==> config.mk <==
export PLATFORM = sky130hd
export DESIGN_NAME = intr_cascade_router
export DESIGN_NICKNAME = d
export VERILOG_FILES = /design/src/rtl/intr_router_pkg.sv /design/src/rtl/lowest_set_enc.sv /design/src/rtl/nat_irq_bank.sv /design/src/rtl/isa_irq_bank.sv /design/src/rtl/intr_cascade_router.sv
export SDC_FILE = /design/constraint.sdc
export NUM_CORES = 1
export LEC_CHECK = 0
export BUFFER_PORTS_ARGS = -buffer_cell sky130_fd_sc_hd__buf_2
export CAP_MARGIN = 30
export CORE_ASPECT_RATIO = 1.5
export CORE_MARGIN = 1
export CORE_UTILIZATION = 50
export CTS_CLUSTER_SIZE = 12
export DETAILED_ROUTE_END_ITERATION = 8
export GPL_ROUTABILITY_DRIVEN = 0
export PLACE_DENSITY = 0.73
export SYNTH_ARGS = -nofsm -noshare
export SYNTH_HDL_FRONTEND = slang
export SYNTH_SLANG_ARGS = --single-unit
==> constraint.sdc <==
create_clock -name clk -period 3.7 [get_ports clk]
set_clock_uncertainty 0.1 [all_clocks]
set_input_delay 0 -clock clk [delete_from_list [all_inputs] [get_ports clk]]
set_output_delay 0 -clock clk [all_outputs]
set_load 0.03 [all_outputs]
==> src/rtl/intr_router_pkg.sv <==
package intr_router_pkg;
  localparam int ADDR_W     = 4;
  localparam int DATA_W     = 16;
  localparam int NAT_LINES  = 16;
  localparam int ISA_LINES  = 16;
  localparam int ISA_BANK_W = 8;

  typedef logic [ADDR_W-1:0] addr_t;

  // Register map; each legacy port is two consecutive addresses:
  // even = end-of-interrupt clear, odd = inverted enable byte.
  localparam addr_t A_NAT_MASK  = 4'h0;
  localparam addr_t A_NAT_VEC   = 4'h1;
  localparam addr_t A_ISA_VEC   = 4'h2;
  localparam addr_t A_ISA_PORT0 = 4'h4;
endpackage

==> src/rtl/lowest_set_enc.sv <==
module lowest_set_enc #(
  parameter int W = 16,
  localparam int IW = (W > 1) ? $clog2(W) : 1
) (
  input  logic [W-1:0]  vec,
  output logic          any,
  output logic [IW-1:0] idx
);
  always_comb begin
    any = |vec;
    idx = '0;
    // scan from the top so the lowest set bit is the last one written
    for (int i = W - 1; i >= 0; i--) begin
      if (vec[i]) idx = IW'(i);
    end
  end
endmodule

==> src/rtl/nat_irq_bank.sv <==
module nat_irq_bank #(
  parameter int LINES = 16,
  localparam int SH = LINES - 1
) (
  input  logic             clk,
  input  logic             rst_n,
  input  logic [LINES-1:0] line,
  input  logic             mask_wr,
  input  logic [LINES-1:0] mask_wdata,
  input  logic             vec_acc,
  output logic [LINES-1:0] mask_q,
  output logic [LINES-1:0] pend_q,
  output logic             lvl_shared,
  output logic             lvl_own
);
  logic [LINES-1:0] mask_n, pend_n;
  logic [SH-1:0]    rise;
  logic             squelch_q, squelch_n;
  logic             shared_n, own_n;

  always_comb begin
    mask_n = mask_wr ? mask_wdata : mask_q;
    pend_n = line;
    rise   = pend_n[SH-1:0] & ~pend_q[SH-1:0];
    if (vec_acc)                squelch_n = 1'b1;
    else if (mask_wr || |rise)  squelch_n = 1'b0;
    else                        squelch_n = squelch_q;
    shared_n = (|(pend_n[SH-1:0] & mask_n[SH-1:0])) & ~squelch_n;
    own_n    = pend_n[SH] & mask_n[SH];
  end

  always_ff @(posedge clk or negedge rst_n) begin
    if (!rst_n) begin
      mask_q     <= '0;
      pend_q     <= '0;
      squelch_q  <= 1'b0;
      lvl_shared <= 1'b0;
      lvl_own    <= 1'b0;
    end else begin
      mask_q     <= mask_n;
      pend_q     <= pend_n;
      squelch_q  <= squelch_n;
      lvl_shared <= shared_n;
      lvl_own    <= own_n;
    end
  end
endmodule

==> src/rtl/isa_irq_bank.sv <==
module isa_irq_bank #(
  parameter int LINES  = 16,
  parameter int BANK_W = 8,
  localparam int NB = LINES / BANK_W
) (
  input  logic              clk,
  input  logic              rst_n,
  input  logic [LINES-1:0]  line,
  input  logic [NB-1:0]     eoi_wr,
  input  logic [NB-1:0]     msk_wr,
  input  logic [BANK_W-1:0] wbyte,
  output logic [LINES-1:0]  en_q,
  output logic [LINES-1:0]  pend_q,
  output logic              lvl
);
  logic [LINES-1:0] en_n, clr, pend_n;

  for (genvar b = 0; b < NB; b++) begin : g_bank
    assign en_n[b*BANK_W +: BANK_W] = msk_wr[b] ? ~wbyte : en_q[b*BANK_W +: BANK_W];
    assign clr[b*BANK_W +: BANK_W]  = {BANK_W{eoi_wr[b]}};
  end

  assign pend_n = (pend_q | line) & ~clr;

  always_ff @(posedge clk or negedge rst_n) begin
    if (!rst_n) begin
      en_q   <= '1;
      pend_q <= '0;
      lvl    <= 1'b0;
    end else begin
      en_q   <= en_n;
      pend_q <= pend_n;
      lvl    <= |(pend_n & en_n);
    end
  end
endmodule

==> src/rtl/intr_cascade_router.sv <==
module intr_cascade_router
  import intr_router_pkg::*;
#(
  parameter int NAT_N  = NAT_LINES,
  parameter int ISA_N  = ISA_LINES,
  parameter int BANK_W = ISA_BANK_W,
  localparam int NB    = ISA_N / BANK_W,
  localparam int NIW   = $clog2(NAT_N - 1),
  localparam int IIW   = $clog2(ISA_N)
) (
  input  logic              clk,
  input  logic              rst_n,
  input  logic [NAT_N-1:0]  nat_line,
  input  logic [ISA_N-1:0]  isa_line,
  input  logic              bus_rd,
  input  logic              bus_wr,
  input  logic [ADDR_W-1:0] bus_addr,
  input  logic [DATA_W-1:0] bus_wdata,
  output logic [DATA_W-1:0] bus_rdata,
  output logic              irq_lvl3,
  output logic              irq_lvl4,
  output logic              irq_lvl6
);
  logic [NAT_N-1:0]  nat_mask_q, nat_pend_q;
  logic [ISA_N-1:0]  isa_en_q, isa_pend_q;
  logic              nat_mask_wr, nat_vec_acc;
  logic [NB-1:0]     eoi_wr, msk_wr, msk_rd_hit;
  logic              nat_any, isa_any;
  logic [NIW-1:0]    nat_idx;
  logic [IIW-1:0]    isa_idx;
  logic [DATA_W-1:0] nat_vec, isa_vec, rd_mux, rdata_q;

  assign nat_mask_wr = bus_wr && (bus_addr == A_NAT_MASK);
  assign nat_vec_acc = (bus_rd || bus_wr) && (bus_addr == A_NAT_VEC);

  for (genvar b = 0; b < NB; b++) begin : g_port
    localparam addr_t EOI_A = ADDR_W'(int'(A_ISA_PORT0) + 2 * b);
    localparam addr_t MSK_A = ADDR_W'(int'(A_ISA_PORT0) + 2 * b + 1);
    assign eoi_wr[b]     = bus_wr && (bus_addr == EOI_A);
    assign msk_wr[b]     = bus_wr && (bus_addr == MSK_A);
    assign msk_rd_hit[b] = (bus_addr == MSK_A);
  end

  nat_irq_bank #(.LINES(NAT_N)) u_nat (
    .clk        (clk),
    .rst_n      (rst_n),
    .line       (nat_line),
    .mask_wr    (nat_mask_wr),
    .mask_wdata (bus_wdata[NAT_N-1:0]),
    .vec_acc    (nat_vec_acc),
    .mask_q     (nat_mask_q),
    .pend_q     (nat_pend_q),
    .lvl_shared (irq_lvl3),
    .lvl_own    (irq_lvl6)
  );

  isa_irq_bank #(.LINES(ISA_N), .BANK_W(BANK_W)) u_isa (
    .clk    (clk),
    .rst_n  (rst_n),
    .line   (isa_line),
    .eoi_wr (eoi_wr),
    .msk_wr (msk_wr),
    .wbyte  (bus_wdata[BANK_W-1:0]),
    .en_q   (isa_en_q),
    .pend_q (isa_pend_q),
    .lvl    (irq_lvl4)
  );

  lowest_set_enc #(.W(NAT_N - 1)) u_nat_enc (
    .vec (nat_pend_q[NAT_N-2:0]),
    .any (nat_any),
    .idx (nat_idx)
  );

  lowest_set_enc #(.W(ISA_N)) u_isa_enc (
    .vec (isa_pend_q & isa_en_q),
    .any (isa_any),
    .idx (isa_idx)
  );

  assign nat_vec = nat_any ? DATA_W'((32'(nat_idx) + 32'd1) << 2) : '0;
  assign isa_vec = isa_any ? DATA_W'(isa_idx) : '0;

  always_comb begin
    rd_mux = '0;
    if (bus_addr == A_NAT_MASK)     rd_mux = DATA_W'(nat_mask_q);
    else if (bus_addr == A_NAT_VEC) rd_mux = nat_vec;
    else if (bus_addr == A_ISA_VEC) rd_mux = isa_vec;
    else if (|msk_rd_hit)           rd_mux = DATA_W'(isa_en_q);
  end

  always_ff @(posedge clk or negedge rst_n) begin
    if (!rst_n)      rdata_q <= '0;
    else if (bus_rd) rdata_q <= rd_mux;
  end

  assign bus_rdata = rdata_q;
endmodule

== Word-level counts from Yosys, hierarchy flattened ==
Index checks and enable logic that the tools add are counted.

* Flip-flop bits (word level): 83
* Input port bits: 56
* Output and inout port bits: 19
* Logic and storage cells: 85

* $add $sub $neg: 1
* Equal/unequal tests: 6
* Mux-type cells: 42
* Bitwise operators: 12
* Reductions and logical operators: 15

{| class="wikitable"
|+ Operator list
! operator !! number
|-
| two-way mux 4 bit || 32
|-
| two-way mux 16 bit || 5
|-
| AND 16 bit || 3
|-
| OR reduction 15 bit || 3
|-
| OR reduction 16 bit || 2
|-
| AND 15 bit || 2
|-
| equality test 4 x 3 -> 1 bit (second input constant) || 4
|-
| two-way mux 8 bit || 2
|-
| inverter 16 bit || 1
|-
| bitwise OR 16 bit || 1
|-
| inverter 15 bit || 1
|-
| inverter 8 bit || 1
|-
| two-way mux 7 bit || 1
|-
| logical AND 1 bit || 6
|-
| adder 4 x 1 -> 5 bit (second input constant) || 1
|-
| equality test 4 x 1 -> 1 bit (second input constant) || 1
|-
| equality test 4 x 2 -> 1 bit (second input constant) || 1
|-
| logical NOT 4 bit || 1
|-
| AND 1 bit || 2
|-
| logical OR 1 bit || 2
|-
| two-way mux 1 bit || 2
|-
| OR reduction 2 bit || 1
|-
| inverter 1 bit || 1
|}

== Depth between registers and ports, before layout ==
* Depth after elaboration: 21
* Depth in mapped cells: 11
* Depth with buffers taken out: 11

== By module ==
A second synthesis with hierarchy kept.

* Cells, all modules: 394
* Area total of the unflattened synthesis: 4142.7 µm²

{| class="wikitable"
|+ By module, submodules not included
! module !! times used !! cells each !! area each (µm²) !! seq. area each (µm²)
|-
| isa_irq_bank || 1 || 124 || 1361.3 || 845.8
|-
| nat_irq_bank || 1 || 86 || 1335.0 || 875.8
|-
| intr_cascade_router || 1 || 123 || 1111.1 || 400.4
|-
| lowest_set_enc (u_isa_enc) || 1 || 34 || 176.4 || 0.0
|-
| lowest_set_enc (u_nat_enc) || 1 || 27 || 158.9 || 0.0
|}

== Least setup slack after synthesis ==
Ideal clock, no wire load.

* Kind: register -> register
* From: register u_nat.pend_q[12]
* To: register rdata_q[4], in the netlist bus_rdata[4]
* Setup time: 0.137 ns
* Data arrival time: 1.783 ns
* Required time: 3.463 ns
* Slack: 1.680 ns
* Cell stages (with the launch flop): 11
* Buffers on the path: 0
* Clock period less this slack: 2.020 ns
* Cell sequence: dfrtp_1 nand2b_1 a221oi_1 o31ai_1 a221oi_1 ha_1 nor2_1 o21ai_1 a21oi_1 a221oi_1 a21oi_1

* Longest elaborated chain between the ends: 17
* Elaborated cells on any way between the ends: 18
* Those cells by class: add/sub (1); mux (16); reduce/logical (1)

{| class="wikitable"
|+ RTL lines
! item !! RTL line !! text
|-
| start: declaration || nat_irq_bank.sv:12 || <nowiki>output logic [LINES-1:0] pend_q,</nowiki>
|-
| start signal: assignment || nat_irq_bank.sv:41 || <nowiki>pend_q <= pend_n;</nowiki>
|-
| two-way mux 4 bit (13 in series) || lowest_set_enc.sv:14 || <nowiki>if (vec[i]) idx = IW'(i);</nowiki>
|-
| adder 4 x 1 -> 5 bit || intr_cascade_router.sv:81 || <nowiki>assign nat_vec = nat_any ? DATA_W'((32'(nat_idx) + 32'd1) << 2) : '0;</nowiki>
|-
| two-way mux 7 bit (*) || intr_cascade_router.sv:81 ||
|-
| two-way mux 16 bit (*) || intr_cascade_router.sv:87 || <nowiki>else if (bus_addr == A_NAT_VEC) rd_mux = nat_vec;</nowiki>
|-
| two-way mux 16 bit (*) || intr_cascade_router.sv:86 || <nowiki>if (bus_addr == A_NAT_MASK) rd_mux = DATA_W'(nat_mask_q);</nowiki>
|-
| end signal: assignment || intr_cascade_router.sv:94 || <nowiki>else if (bus_rd) rdata_q <= rd_mux;</nowiki>
|-
| end: declaration || intr_cascade_router.sv:31 || <nowiki>logic [DATA_W-1:0] nat_vec, isa_vec, rd_mux, rdata_q;</nowiki>
|}

Every way passes the cells marked *; elsewhere a longest branch is shown, timed or not.
A chain may end at the register's enable or synchronous reset.

== Final worst setup path ==
* From: input bus_addr[1]
* To: register u_isa.lvl

* Elaborated cells on any way between the ends: 14
* Those cells by class: eq/ne (4); mux (2); bitwise (3); reduce/logical (5)

{| class="wikitable"
|+ RTL lines
! item !! RTL line !! text
|-
| start: declaration || intr_cascade_router.sv:17 || <nowiki>input logic [ADDR_W-1:0] bus_addr,</nowiki>
|-
| equality test 4 x 3 -> 1 bit || intr_cascade_router.sv:40 || <nowiki>assign msk_wr[b] = bus_wr && (bus_addr == MSK_A);</nowiki>
|-
| logical AND 1 bit || intr_cascade_router.sv:40 ||
|-
| two-way mux 8 bit || isa_irq_bank.sv:19 || <nowiki>assign en_n[b*BANK_W +: BANK_W] = msk_wr[b] ? ~wbyte : en_q[b*BANK_W +: BANK_W];</nowiki>
|-
| named net u_isa.en_n[11] || isa_irq_bank.sv:16 || <nowiki>logic [LINES-1:0] en_n, clr, pend_n;</nowiki>
|-
| AND 16 bit || isa_irq_bank.sv:33 || <nowiki>lvl <= |(pend_n & en_n);</nowiki>
|-
| OR reduction 16 bit || isa_irq_bank.sv:33 ||
|-
| end signal: assignment || isa_irq_bank.sv:33 ||
|-
| end: declaration || isa_irq_bank.sv:14 || <nowiki>output logic lvl</nowiki>
|}

The timed path passes the listed nets, and every way through them passes these cells.

==> qor.csv <==
metric;value;unit
outcome;finished clean;
CTS Hold Buffers Added;58;
Slew @ Worst Pin;0.680;ns
row cnt;38;
worst-path maximum fanout;8;
Area contributors post-synth;dfrtp_1 (44%), dfstp_2 (11%), a22oi_1 (5.7%);
max-cap check violation count;0;
antenna cells;0;
PostCTS Resize Cnt;0;
Clock Root Buffer;clkbuf_8;
combinational power share;20.5;%
Switch Pwr;0.000715;W
ratio of cells with drive above 1 in the final layout;27.1;%
post-detail-place hpwl;7860;um
initial core utilization;52.0;%
Seq/Total Area, Yosys;55.0;%
leakage power total;2.15;nW
post-route ant nets;0;
part of the cycle the worst path needs;62.6;%
Worst Path Required;3.85;ns
initial antenna violation count;0;
Synth top cells by count;dfrtp_1 (67), a22oi_1 (29), o21ai_0 (28), nor2_1 (24), nand2_1 (21);
switching share of power;29.3;%
worst vdd ir;0.319;mV
Critical R2R Launch;u_nat.pend_q[12];
normalized max-slew margin;53.5;%
CP most frequent cell;dlygate4sd3_1;
Synth Area per Inst;10.9;um2
endpoints failing hold;0;
grt ovf;0;
Final nets;536;
Vert. Die Dim;109;um
register share of total power;46.7;%
Yosys reg bits;83;
final setup TNS;0;ns
Startpoint Class;input port;
Area Overhead vs Synth;33.3;%
reg-to-reg endpoint;bus_rdata[4];
CP top delay family;buffers and inverters;
die area;7980;um2
number of synthesized flops with an enable pin;0;
First-pass DRT Iterations;7;
Worst-Skew Late Latency;0.37;ns
Post-CTS Setup Bufs;0;
Mapped Area;3810;um2
post-route design area;5080;um2
ys async rst share;100;%
critical-path cell list;dlygate4sd3_1 > buf_2 > nand3_2 > dlygate4sd3_1 > o21ai_0 > a22oi_1 > nand2_1 > or4_1;
Reg2Reg Depth;10;
Num CTS Buffers;9;
cell internal pwr;0.00173;W
top-area cell type share of the netlist area;44.0;%
via/cell ratio;6.00;
area leader, netlist;dfrtp_1;
I/O Buffers;74;
die width;73.3;um
crit path to;u_isa.lvl;
R2R Setup Slk;1.48;ns
Sink Count;83;
GR Util All Layers;29.9;%
Mapped Nets;405;
Max stage delay on crit path;0.66;ns
I/O pins;75;
vias in the first global route;3475;
residual DRC count;0;
clock slew at reported path FFs;0.08;ns
cell with the most instances after synthesis;dfrtp_1;
cell count after synthesis;348;
fin crit period;2.32;ns
CTS tree;yes;
core area;7320;um2
RSZ-0062 raised after global routing;no;
Clk pwr share;32.8;%
WS Path Type;in2reg;
CTS HTree Levels;3;
Avg WL per Cell;19.0;um
crit path capture type;flip-flop;
Final setup viols;0;
worst path bufs/invs;3;
global-route wire length before repair;17200;um
crit path from;bus_addr[1];
Design Power;0.00244;W
Synth Flop Type;dfrtp_1;
routed vias;3505;
pwr/cell area;481;nW/um2
fmax;431;MHz
largest net degree at the start of global routing;69;
Ys Warns;0;
final wirelength;11100;um
Placed Area;4250;um2
slowest CP cell;dlygate4sd3_1;
clk buf depth;2;
Hold/Removal Path Class;in2reg;
CP Depth;8;
fin. max-slew vios;0;
synth unique cells;51;
Critical Path AT;2.46;ns
initial DRC count;339;
==> power by group through the flow <==
stage	sequential, W	combinational (W)	clock [W]
3_3_place_gp	0.00115	0.000424	0
6_report	0.00114	0.000501	0.000799
5_1_grt	0.00115	0.000544	0.000842
2_1_floorplan	0.00116	0.000255	0
3_5_place_dp	0.00115	0.000435	0
4_1_cts	0.00114	0.000493	0.000805
==> cell usage in the layout, fill, tap and decap left out, types with 3 or more instances in the layout <==
master,instances
clkbuf_8,9
o21a_1,16
nand3_1,6
a222oi_1,3
nor4_1,3
mux2_2,15
a21oi_1,17
nand2b_1,6
a31oi_1,4
o21ai_0,28
dfrtp_1,67
inv_1,13
a22o_1,3
nor2_1,24
nand4_1,4
a221oi_1,7
dfstp_2,16
dlygate4sd3_1,58
buf_4,3
nor2b_1,3
nand2_1,21
o22ai_1,4
or4_1,3
a22oi_1,29
bufinv_16,3
a211oi_1,3
nor3_1,3
buf_2,73
o21ai_1,9
==> worst min-delay path by stage <==
stage / end / depth (start not counted) / start
floorplan: bus_rdata[0] / 0 / rst_n
global placement: u_nat.pend_q[10] / 1 / nat_line[10]
detailed placement: u_isa.pend_q[1] / 1 / rst_n
CTS: bus_rdata[4] / 2 / bus_rd
global route: bus_rdata[15] / 2 / bus_rd
finish: bus_rdata[1] / 2 / bus_rd
==> cells by family after synthesis <==
group                    synth area share (%)
buffers and inverters                    3.94
adder cells (fa/ha/maj)                 0.328
flip-flops                               55.0
AO/OA/AOI/OAI                            23.5
multiplexers                             4.73
AND/OR/NAND/NOR                          12.4
==> per-layer routing <==
metal | track usage (%) | vias to the layer above | wire length (um)
met5 | 0 | - | 0
met4 | 19.7 | 0 | 524
met3 | 3.51 | 43 | 526
met2 | 52.8 | 173 | 5960
met1 | 33.3 | 1709 | 4080
li1 | - | 1580 | -
==> worst reg2reg max path, delay by kind of cell (launching register included) <==
| kind | cells | cell delay, ns |
|---|---|---|
| AO/OA/AOI/OAI | 7 | 1.11 |
| flip-flops | 1 | 0.42 |
| adder cells (fa/ha/maj) | 1 | 0.24 |
| AND/OR/NAND/NOR | 2 | 0.20 |
==> state kept, by name (all words and copies together), names as in the netlist <==
signal	flops
u_nat.lvl_shared	1
bus_rdata	16
u_isa.lvl	1
u_nat.squelch_q	1
u_nat.lvl_own	1
u_isa.en_q	16
u_nat.pend_q	15
u_isa.pend_q	16
u_nat.mask_q	16
==> cell type report <==
cell class / count / area [um2]
multi-input combinational: 237 / 1560
inverter: 13 / 48.8
tap: 100 / 125
fill: 569 / 2240
clock buffer: 9 / 124
timing repair buffer: 135 / 996
sequential: 83 / 2100
clock inverter: 7 / 124
==> per-stage QoR <==
stage	hold WS (ns)	cells	setup WS, ns	utilization [%]
2_1_floorplan	-0.396	348	1.68	-
3_3_place_gp	0.0412	509	1.55	57.7
3_5_place_dp	-0.223	510	1.49	58.0
4_1_cts	0.0570	584	1.45	69.3
5_1_grt	0.105	584	1.27	69.3
6_report	0.0766	584	1.38	69.3
No activity file was read; power rests on OpenSTA's default activity.
